## config.mk

```make
export PLATFORM = sky130hd
export DESIGN_NAME = clap_energy_detector
export DESIGN_NICKNAME = d
export VERILOG_FILES = /design/src/rtl/clap_pkg.sv /design/src/rtl/energy_window.sv /design/src/rtl/clap_sequencer.sv /design/src/rtl/clap_pair.sv /design/src/rtl/clap_energy_detector.sv
export SDC_FILE = /design/constraint.sdc
export NUM_CORES = 1
export LEC_CHECK = 0
export BUFFER_PORTS_ARGS = -buffer_cell sky130_fd_sc_hd__buf_4
export CORE_ASPECT_RATIO = 1.4
export CORE_MARGIN = 4
export CORE_UTILIZATION = 55
export DETAILED_ROUTE_END_ITERATION = 10
export HOLD_SLACK_MARGIN = 0.06
export PLACE_DENSITY = 0.74
export SYNTH_ARGS = -nofsm -noshare
export SYNTH_HDL_FRONTEND = slang
export SYNTH_SLANG_ARGS = --single-unit
```

## constraint.sdc

```tcl
create_clock -name clk -period 11.3 [get_ports clk]
set_clock_uncertainty 0.05 [all_clocks]
set_input_delay 0.565 -clock clk [delete_from_list [all_inputs] [get_ports clk]]
set_output_delay 0.565 -clock clk [all_outputs]
set_load 0.01 [all_outputs]
```

## src/rtl/clap_pkg.sv

```systemverilog
`timescale 1ns/1ps
// Shared types for the clap detector: sequencer states and energy level classes.
package clap_pkg;

    typedef enum logic [2:0] {
        ST_IDLE = 3'd0,
        ST_HIGH = 3'd1,
        ST_GAP  = 3'd2,
        ST_LOW  = 3'd3,
        ST_HOLD = 3'd4
    } clap_state_t;

    typedef enum logic [1:0] {
        LVL_LOW  = 2'd0,
        LVL_MID  = 2'd1,
        LVL_HIGH = 2'd2
    } energy_level_t;

endpackage

```

## src/rtl/energy_window.sv

```systemverilog
`timescale 1ns/1ps
// energy_window
// Sums squared signed samples over WIN_LEN accepted samples and emits one
// saturated energy value per window with a one-cycle strobe.
// Assumes WIN_LEN >= 2 and ENERGY_W >= 2*SAMPLE_W.
module energy_window #(
    parameter int SAMPLE_W = 16,
    parameter int WIN_LEN  = 4,
    parameter int ENERGY_W = 32
) (
    input  logic                       clk,
    input  logic                       rst_n,
    input  logic                       smp_valid,
    input  logic signed [SAMPLE_W-1:0] smp_data,
    output logic                       win_valid,
    output logic [ENERGY_W-1:0]        win_energy
);
    localparam int SQ_W  = 2 * SAMPLE_W;
    localparam int IDX_W = $clog2(WIN_LEN);
    localparam logic [IDX_W-1:0] LAST_IDX = IDX_W'(WIN_LEN - 1);

    logic [IDX_W-1:0]    idx;
    logic [ENERGY_W-1:0] acc;
    logic signed [SQ_W-1:0] prod;
    logic [SQ_W-1:0]     sq;
    logic [ENERGY_W:0]   sum_wide;
    logic [ENERGY_W-1:0] sum_sat;

    // Square the incoming sample; the result is never negative.
    always_comb begin
        prod = SQ_W'(smp_data) * SQ_W'(smp_data);
        sq   = prod;
    end

    // Add the square to the running total, clamping at all ones.
    always_comb begin
        sum_wide = {1'b0, acc} + {{(ENERGY_W + 1 - SQ_W){1'b0}}, sq};
        sum_sat  = sum_wide[ENERGY_W] ? {ENERGY_W{1'b1}} : sum_wide[ENERGY_W-1:0];
    end

    // Track the position inside the window and publish the total at its end.
    always_ff @(posedge clk) begin
        if (!rst_n) begin
            idx        <= '0;
            acc        <= '0;
            win_valid  <= 1'b0;
            win_energy <= '0;
        end else begin
            win_valid <= 1'b0;
            if (smp_valid) begin
                if (idx == LAST_IDX) begin
                    idx        <= '0;
                    acc        <= '0;
                    win_valid  <= 1'b1;
                    win_energy <= sum_sat;
                end else begin
                    idx <= idx + 1'b1;
                    acc <= sum_sat;
                end
            end
        end
    end
endmodule

```

## src/rtl/clap_sequencer.sv

```systemverilog
`timescale 1ns/1ps
// clap_sequencer
// Classifies each window energy as high, middle or low and walks the
// high-run / gap / low-run pattern. Raises a combinational confirm in the
// window that completes the low run, and a registered one-cycle pulse after it.
// Assumes e_valid is never high in two consecutive cycles.
module clap_sequencer
    import clap_pkg::*;
#(
    parameter int ENERGY_W = 32,
    parameter int RUN_W    = 8
) (
    input  logic                clk,
    input  logic                rst_n,
    input  logic                cfg_ok,
    input  logic                e_valid,
    input  logic [ENERGY_W-1:0] e_value,
    input  logic [ENERGY_W-1:0] thr_high,
    input  logic [ENERGY_W-1:0] thr_low,
    input  logic [RUN_W-1:0]    min_high,
    input  logic [RUN_W-1:0]    max_extra,
    input  logic [RUN_W-1:0]    max_gap,
    input  logic [RUN_W-1:0]    min_low,
    output logic                confirm,
    output logic                clap_pulse
);
    localparam int CNT_W = RUN_W + 1;
    localparam logic [CNT_W-1:0] ONE = CNT_W'(1);

    clap_state_t      st, st_n;
    logic [CNT_W-1:0] cnt, cnt_n;
    energy_level_t    lvl;
    logic [CNT_W-1:0] high_limit;
    logic [CNT_W-1:0] cnt_inc;
    logic             low_immediate;

    // Sort the current window energy into one of three bands.
    always_comb begin
        if (e_value >= thr_high)     lvl = LVL_HIGH;
        else if (e_value <= thr_low) lvl = LVL_LOW;
        else                         lvl = LVL_MID;
    end

    // Derived limits for the run counter.
    always_comb begin
        high_limit    = {1'b0, min_high} + {1'b0, max_extra};
        cnt_inc       = cnt + ONE;
        low_immediate = ({1'b0, min_low} <= ONE);
    end

    // Next-state decision, evaluated only on window strobes.
    always_comb begin
        st_n    = st;
        cnt_n   = cnt;
        confirm = 1'b0;
        if (!cfg_ok) begin
            st_n  = ST_IDLE;
            cnt_n = '0;
        end else if (e_valid) begin
            unique case (st)
                ST_IDLE: begin
                    if (lvl == LVL_HIGH) begin
                        st_n  = ST_HIGH;
                        cnt_n = ONE;
                    end
                end
                ST_HIGH: begin
                    if (lvl == LVL_HIGH) begin
                        if (cnt >= high_limit) begin
                            st_n  = ST_HOLD;
                            cnt_n = '0;
                        end else begin
                            cnt_n = cnt_inc;
                        end
                    end else if (cnt < {1'b0, min_high}) begin
                        st_n  = ST_IDLE;
                        cnt_n = '0;
                    end else if (lvl == LVL_LOW) begin
                        if (low_immediate) begin
                            confirm = 1'b1;
                            st_n    = ST_IDLE;
                            cnt_n   = '0;
                        end else begin
                            st_n  = ST_LOW;
                            cnt_n = ONE;
                        end
                    end else if (max_gap == '0) begin
                        st_n  = ST_IDLE;
                        cnt_n = '0;
                    end else begin
                        st_n  = ST_GAP;
                        cnt_n = ONE;
                    end
                end
                ST_GAP: begin
                    if (lvl == LVL_HIGH) begin
                        st_n  = ST_IDLE;
                        cnt_n = '0;
                    end else if (lvl == LVL_LOW) begin
                        if (low_immediate) begin
                            confirm = 1'b1;
                            st_n    = ST_IDLE;
                            cnt_n   = '0;
                        end else begin
                            st_n  = ST_LOW;
                            cnt_n = ONE;
                        end
                    end else if (cnt >= {1'b0, max_gap}) begin
                        st_n  = ST_IDLE;
                        cnt_n = '0;
                    end else begin
                        cnt_n = cnt_inc;
                    end
                end
                ST_LOW: begin
                    if (lvl == LVL_LOW) begin
                        if (cnt_inc >= {1'b0, min_low}) begin
                            confirm = 1'b1;
                            st_n    = ST_IDLE;
                            cnt_n   = '0;
                        end else begin
                            cnt_n = cnt_inc;
                        end
                    end else begin
                        st_n  = ST_IDLE;
                        cnt_n = '0;
                    end
                end
                ST_HOLD: begin
                    if (lvl != LVL_HIGH) begin
                        st_n  = ST_IDLE;
                        cnt_n = '0;
                    end
                end
                default: begin
                    st_n  = ST_IDLE;
                    cnt_n = '0;
                end
            endcase
        end
    end

    // State, run counter and pulse registers.
    always_ff @(posedge clk) begin
        if (!rst_n) begin
            st         <= ST_IDLE;
            cnt        <= '0;
            clap_pulse <= 1'b0;
        end else begin
            st         <= st_n;
            cnt        <= cnt_n;
            clap_pulse <= confirm;
        end
    end
endmodule

```

## src/rtl/clap_pair.sv

```systemverilog
`timescale 1ns/1ps
// clap_pair
// Counts windows since the last confirmed clap and toggles the lamp when a
// second clap arrives with spacing inside [pair_min, pair_max].
// Assumes confirm is only high together with e_valid.
module clap_pair #(
    parameter int SPACE_W = 12
) (
    input  logic               clk,
    input  logic               rst_n,
    input  logic               e_valid,
    input  logic               confirm,
    input  logic [SPACE_W-1:0] pair_min,
    input  logic [SPACE_W-1:0] pair_max,
    output logic               lamp_on
);
    localparam logic [SPACE_W-1:0] SPACE_MAX = {SPACE_W{1'b1}};

    logic [SPACE_W-1:0] since;
    logic [SPACE_W-1:0] spacing;
    logic               pending;
    logic               in_window;

    // Spacing of a clap confirmed in this window, clamped at the counter top.
    always_comb begin
        spacing   = (since == SPACE_MAX) ? SPACE_MAX : since + 1'b1;
        in_window = (spacing >= pair_min) && (spacing <= pair_max);
    end

    // Window counter, pending-clap flag and lamp register.
    always_ff @(posedge clk) begin
        if (!rst_n) begin
            since   <= '0;
            pending <= 1'b0;
            lamp_on <= 1'b0;
        end else if (e_valid) begin
            if (confirm) begin
                since <= '0;
                if (pending && in_window) begin
                    lamp_on <= ~lamp_on;
                    pending <= 1'b0;
                end else begin
                    pending <= 1'b1;
                end
            end else begin
                since <= spacing;
            end
        end
    end
endmodule

```

## src/rtl/clap_energy_detector.sv

```systemverilog
`timescale 1ns/1ps
// clap_energy_detector
// Top level: window energy, clap pattern sequencer and clap-pair lamp toggle.
// Holds the sequencer idle while the thresholds are not strictly ordered.
// Assumes WIN_LEN >= 2 and ENERGY_W >= 2*SAMPLE_W.
module clap_energy_detector #(
    parameter int SAMPLE_W = 16,
    parameter int WIN_LEN  = 4,
    parameter int ENERGY_W = 32,
    parameter int RUN_W    = 8,
    parameter int SPACE_W  = 12
) (
    input  logic                       clk,
    input  logic                       rst_n,
    input  logic                       smp_valid,
    input  logic signed [SAMPLE_W-1:0] smp_data,
    input  logic [ENERGY_W-1:0]        thr_high,
    input  logic [ENERGY_W-1:0]        thr_low,
    input  logic [RUN_W-1:0]           min_high,
    input  logic [RUN_W-1:0]           max_extra,
    input  logic [RUN_W-1:0]           max_gap,
    input  logic [RUN_W-1:0]           min_low,
    input  logic [SPACE_W-1:0]         pair_min,
    input  logic [SPACE_W-1:0]         pair_max,
    output logic                       win_valid,
    output logic [ENERGY_W-1:0]        win_energy,
    output logic                       clap_pulse,
    output logic                       lamp_on,
    output logic                       cfg_err
);
    logic cfg_ok;
    logic confirm;

    // Threshold ordering check.
    always_comb cfg_ok = (thr_high > thr_low);

    // Registered configuration error flag.
    always_ff @(posedge clk) begin
        if (!rst_n) cfg_err <= 1'b0;
        else        cfg_err <= ~cfg_ok;
    end

    energy_window #(
        .SAMPLE_W (SAMPLE_W),
        .WIN_LEN  (WIN_LEN),
        .ENERGY_W (ENERGY_W)
    ) u_window (
        .clk        (clk),
        .rst_n      (rst_n),
        .smp_valid  (smp_valid),
        .smp_data   (smp_data),
        .win_valid  (win_valid),
        .win_energy (win_energy)
    );

    clap_sequencer #(
        .ENERGY_W (ENERGY_W),
        .RUN_W    (RUN_W)
    ) u_seq (
        .clk        (clk),
        .rst_n      (rst_n),
        .cfg_ok     (cfg_ok),
        .e_valid    (win_valid),
        .e_value    (win_energy),
        .thr_high   (thr_high),
        .thr_low    (thr_low),
        .min_high   (min_high),
        .max_extra  (max_extra),
        .max_gap    (max_gap),
        .min_low    (min_low),
        .confirm    (confirm),
        .clap_pulse (clap_pulse)
    );

    clap_pair #(
        .SPACE_W (SPACE_W)
    ) u_pair (
        .clk      (clk),
        .rst_n    (rst_n),
        .e_valid  (win_valid),
        .confirm  (confirm),
        .pair_min (pair_min),
        .pair_max (pair_max),
        .lamp_on  (lamp_on)
    );
endmodule

```

==> summary.txt <==
Floorplan
  – Die Wd: 162 µm
  – Core ar.: 32700 µm²
  – Die area: 36400 µm²
  – Die Y: 224 µm
  – Ports: 175
  – Initial core utilization: 0.561
  – Site Rows: 78

Final layout
  – Final #Nets: 3002
  – Fill cell count: 2892
  – Fin util: 0.621
  – Cell area after layout: 20300 µm²
  – Layout area overhead: 10.7%
  – Share of cells above drive strength 1: 0.0920
  – Ant diodes: 0

CTS
  – Total CTS buffers: 9
  – Post-CTS sizing: 0
  – TritonCTS sink count: 95
  – Worst-case clock buffer depth: 2
  – Clock Latency Late Sink: 0.36 ns
  – Clk pin slew, worst setup/hold paths: 0.07 ns
  – H-Tree Depth: 3
  – Clock root buffer master: clkbuf_16
  – Setup bufs post-CTS: 0
  – CTS Hold Buffers Added: 0
  – CTS tree: yes

Timing
  – Fmax: 109 MHz
  – Rel. slew slack: 0.374
  – Final Hold Vio Count: 0
  – Slew @ Worst Pin: 0.938 ns
  – RSZ-0062 raised after global routing: false
  – TNS Setup: 0 ns
  – Final min period: 9.20 ns
  – Period utilisation layout: 0.814
  – Final setup viols: 0
  – Slew Viols, Final: 0

Synthesis
  – Synth cell count leaders: inv_1 (472), ha_1 (281), fa_1 (238)
  – Post-synth EDFFs: 0
  – Syn nets: 2873
  – Seq cells post-synth: 95
  – Top post-synthesis cells by area: fa_1 (26%), ha_1 (19%), dfxtp_1 (10%), inv_1 (9.7%), nand2_1 (3.6%)
  – Count leader, synth: inv_1
  – Cell taking the most area after synthesis: fa_1
  – Cells after Synth: 2215
  – FFs w/ async S/R, synth: 0
  – Top cell type's share of synthesized area: 0.260
  – Synth Warn #: 0
  – Number of distinct library cells after synthesis: 72
  – Mean Syn Cell Area: 8.28 µm²
  – Synth Flop Type: dfxtp_1
  – Post-Syn Area: 18300 µm²
  – Sequential element share of the synthesized area: 0.104

Worst setup path
  – Cell seen most often among critical-path stages: fa_1
  – Worst setup EP type: flip-flop
  – Critical Path Fanout Max: 31
  – Worst Setup SP: smp_data[15]
  – WP data required: 11.51 ns
  – Slowest CP cell: fa_1
  – Worst EP arrival: 9.41 ns
  – CP top delay family: adder cells
  – R2R Path Start: u_pair.since[1]$_SDFFE_PN0P_
  – Max incr delay on CP: 0.72 ns
  – Crit Path Class: input pin to flip-flop
  – Worst Setup EP: u_window.acc[31]$_SDFFE_PN0P_
  – R2R depth: 17
  – CP bufs+invs: 6
  – Stages on the worst setup path: 30
  – Reg-to-reg setup timing slack: 6.91 ns
  – RR Endpoint: u_pair.lamp_on$_SDFFE_PN0P_
  – Critical path launch point type: input pin

Detailed routing
  – First drt pass iteration count: 5
  – Post-route DRC: 0
  – Detailed Route Iter0 Violations: 587
  – Vias per inst: 5.58
  – Avg WL per Cell: 16.6 µm
  – Antenna-violating nets left: 0
  – DR vias: 15560
  – Final WL: 46300 µm

Global route
  – GRT Util Overall: 0.259
  – GRT overflow: 0
  – Antenna violations before repair: 0
  – Vias in the first global route: 16573
  – Largest net degree at the start of global routing: 64
  – First-pass GRT wire length: 77800 µm

Hold path
  – HP Class: flip-flop to flip-flop
  – Origin of the worst min-delay path: u_window.acc[23]$_SDFFE_PN0P_

Flow run
  – Max cap viols: 0

Placed design
  – Post-DP HPWL: 39800 µm
  – Buffers on Ports: 174
  – GPL Wtd Cong: 0.906
  – Placed cell area: 20000 µm²

Outcome
  – Status: finished clean
[per-layer routing]
layer | share of wire | global-route usage | vias to the layer above
met5 | 0 | 0 | -
met4 | 0.044 | 0.114 | 0
met3 | 0.049 | 0.0410 | 127
met2 | 0.53 | 0.490 | 458
met1 | 0.37 | 0.282 | 7452
li1 | - | - | 7523
[cells by family (layout without fill, tap and decap cells)]
kind of cell / after synthesis / count (layout) / synth area share
compound gates: 448 / 448 / 0.154
xor+xnor: 81 / 81 / 0.0387
fa+ha+maj: 519 / 519 / 0.451
buf+inv: 531 / 665 / 0.109
flops: 95 / 95 / 0.104
mux: 8 / 8 / 0.00450
simple gates: 533 / 533 / 0.139
[worst min-delay path by stage]
| stage | to | slack (ns) | depth (start not counted) |
|---|---|---|---|
| after floorplan | u_window.acc[0]$_SDFFE_PN0P_ | 0.38 | 2 |
| after CTS | u_window.acc[23]$_SDFFE_PN0P_ | 0.42 | 2 |
| after detailed placement | u_window.acc[23]$_SDFFE_PN0P_ | 0.40 | 2 |
| after global placement | u_window.acc[0]$_SDFFE_PN0P_ | 0.39 | 2 |
| final | u_window.acc[23]$_SDFFE_PN0P_ | 0.42 | 2 |
| after global routing | u_window.acc[12]$_SDFFE_PN0P_ | 0.44 | 2 |
[worst register-to-register path: cells and delay by family (launching register included)]
kind                       cells  cell delay (ns)
DFF                            1             0.36
and+or+nand+nor               10             2.34
adders and majority gates      2             0.51
AOI/OAI and AO/OA              4             0.85
muxes                          1             0.23
[cells in the final DEF, fill, tap and decap left out, drive strengths merged, types with 7 or more instances in the layout]
cell / n
a21o: 44
o211ai: 10
xnor2: 56
nand4: 20
xor2: 25
ha: 281
inv: 475
and2: 54
a2111oi: 7
a211o: 7
nand2: 178
o21ai: 133
dfxtp: 95
nand2b: 20
nor4: 14
nand3: 37
a31oi: 14
and3: 16
nor2b: 16
buf: 176
fa: 238
nor3: 28
clkbuf: 9
a211oi: 21
nor2: 120
o21a: 16
or3: 8
a31o: 9
a21oi: 125
[layout make-up]
type / count / area (µm²) / area share
Clock buffer: 9 / 225 / 0.0111
Clock inverter: 7 / 75.1 / 0.00370
Inverter: 473 / 1780 / 0.0874
Multi-Input combinational cell: 1589 / 14500 / 0.712
Sequential cell: 95 / 1900 / 0.0937
Tap cell: 440 / 551 / 0.0271
Timing Repair Buffer: 176 / 1320 / 0.0651
[registers in the layout, summed over array words and instances (netlist names), 2 cells and up]
name / cells
u_seq.cnt: 9
u_window.idx: 2
u_window.acc: 32
u_seq.st: 3
u_window.win_energy: 32
u_pair.since: 12
[through the flow]
stage          setup slack (ns)  std cells  hold WS, ns
2_1_floorplan              2.92       2215        0.379
3_3_place_gp               1.84       2773        0.391
3_5_place_dp               1.69       2773        0.399
4_1_cts                    2.04       2789        0.419
5_1_grt                    1.46       2789        0.440
6_report                   2.10       2789        0.415
Power is left out: the tool's default activity adds up to more than one toggle a clock period on the data nets, which glitch-free logic cannot reach.
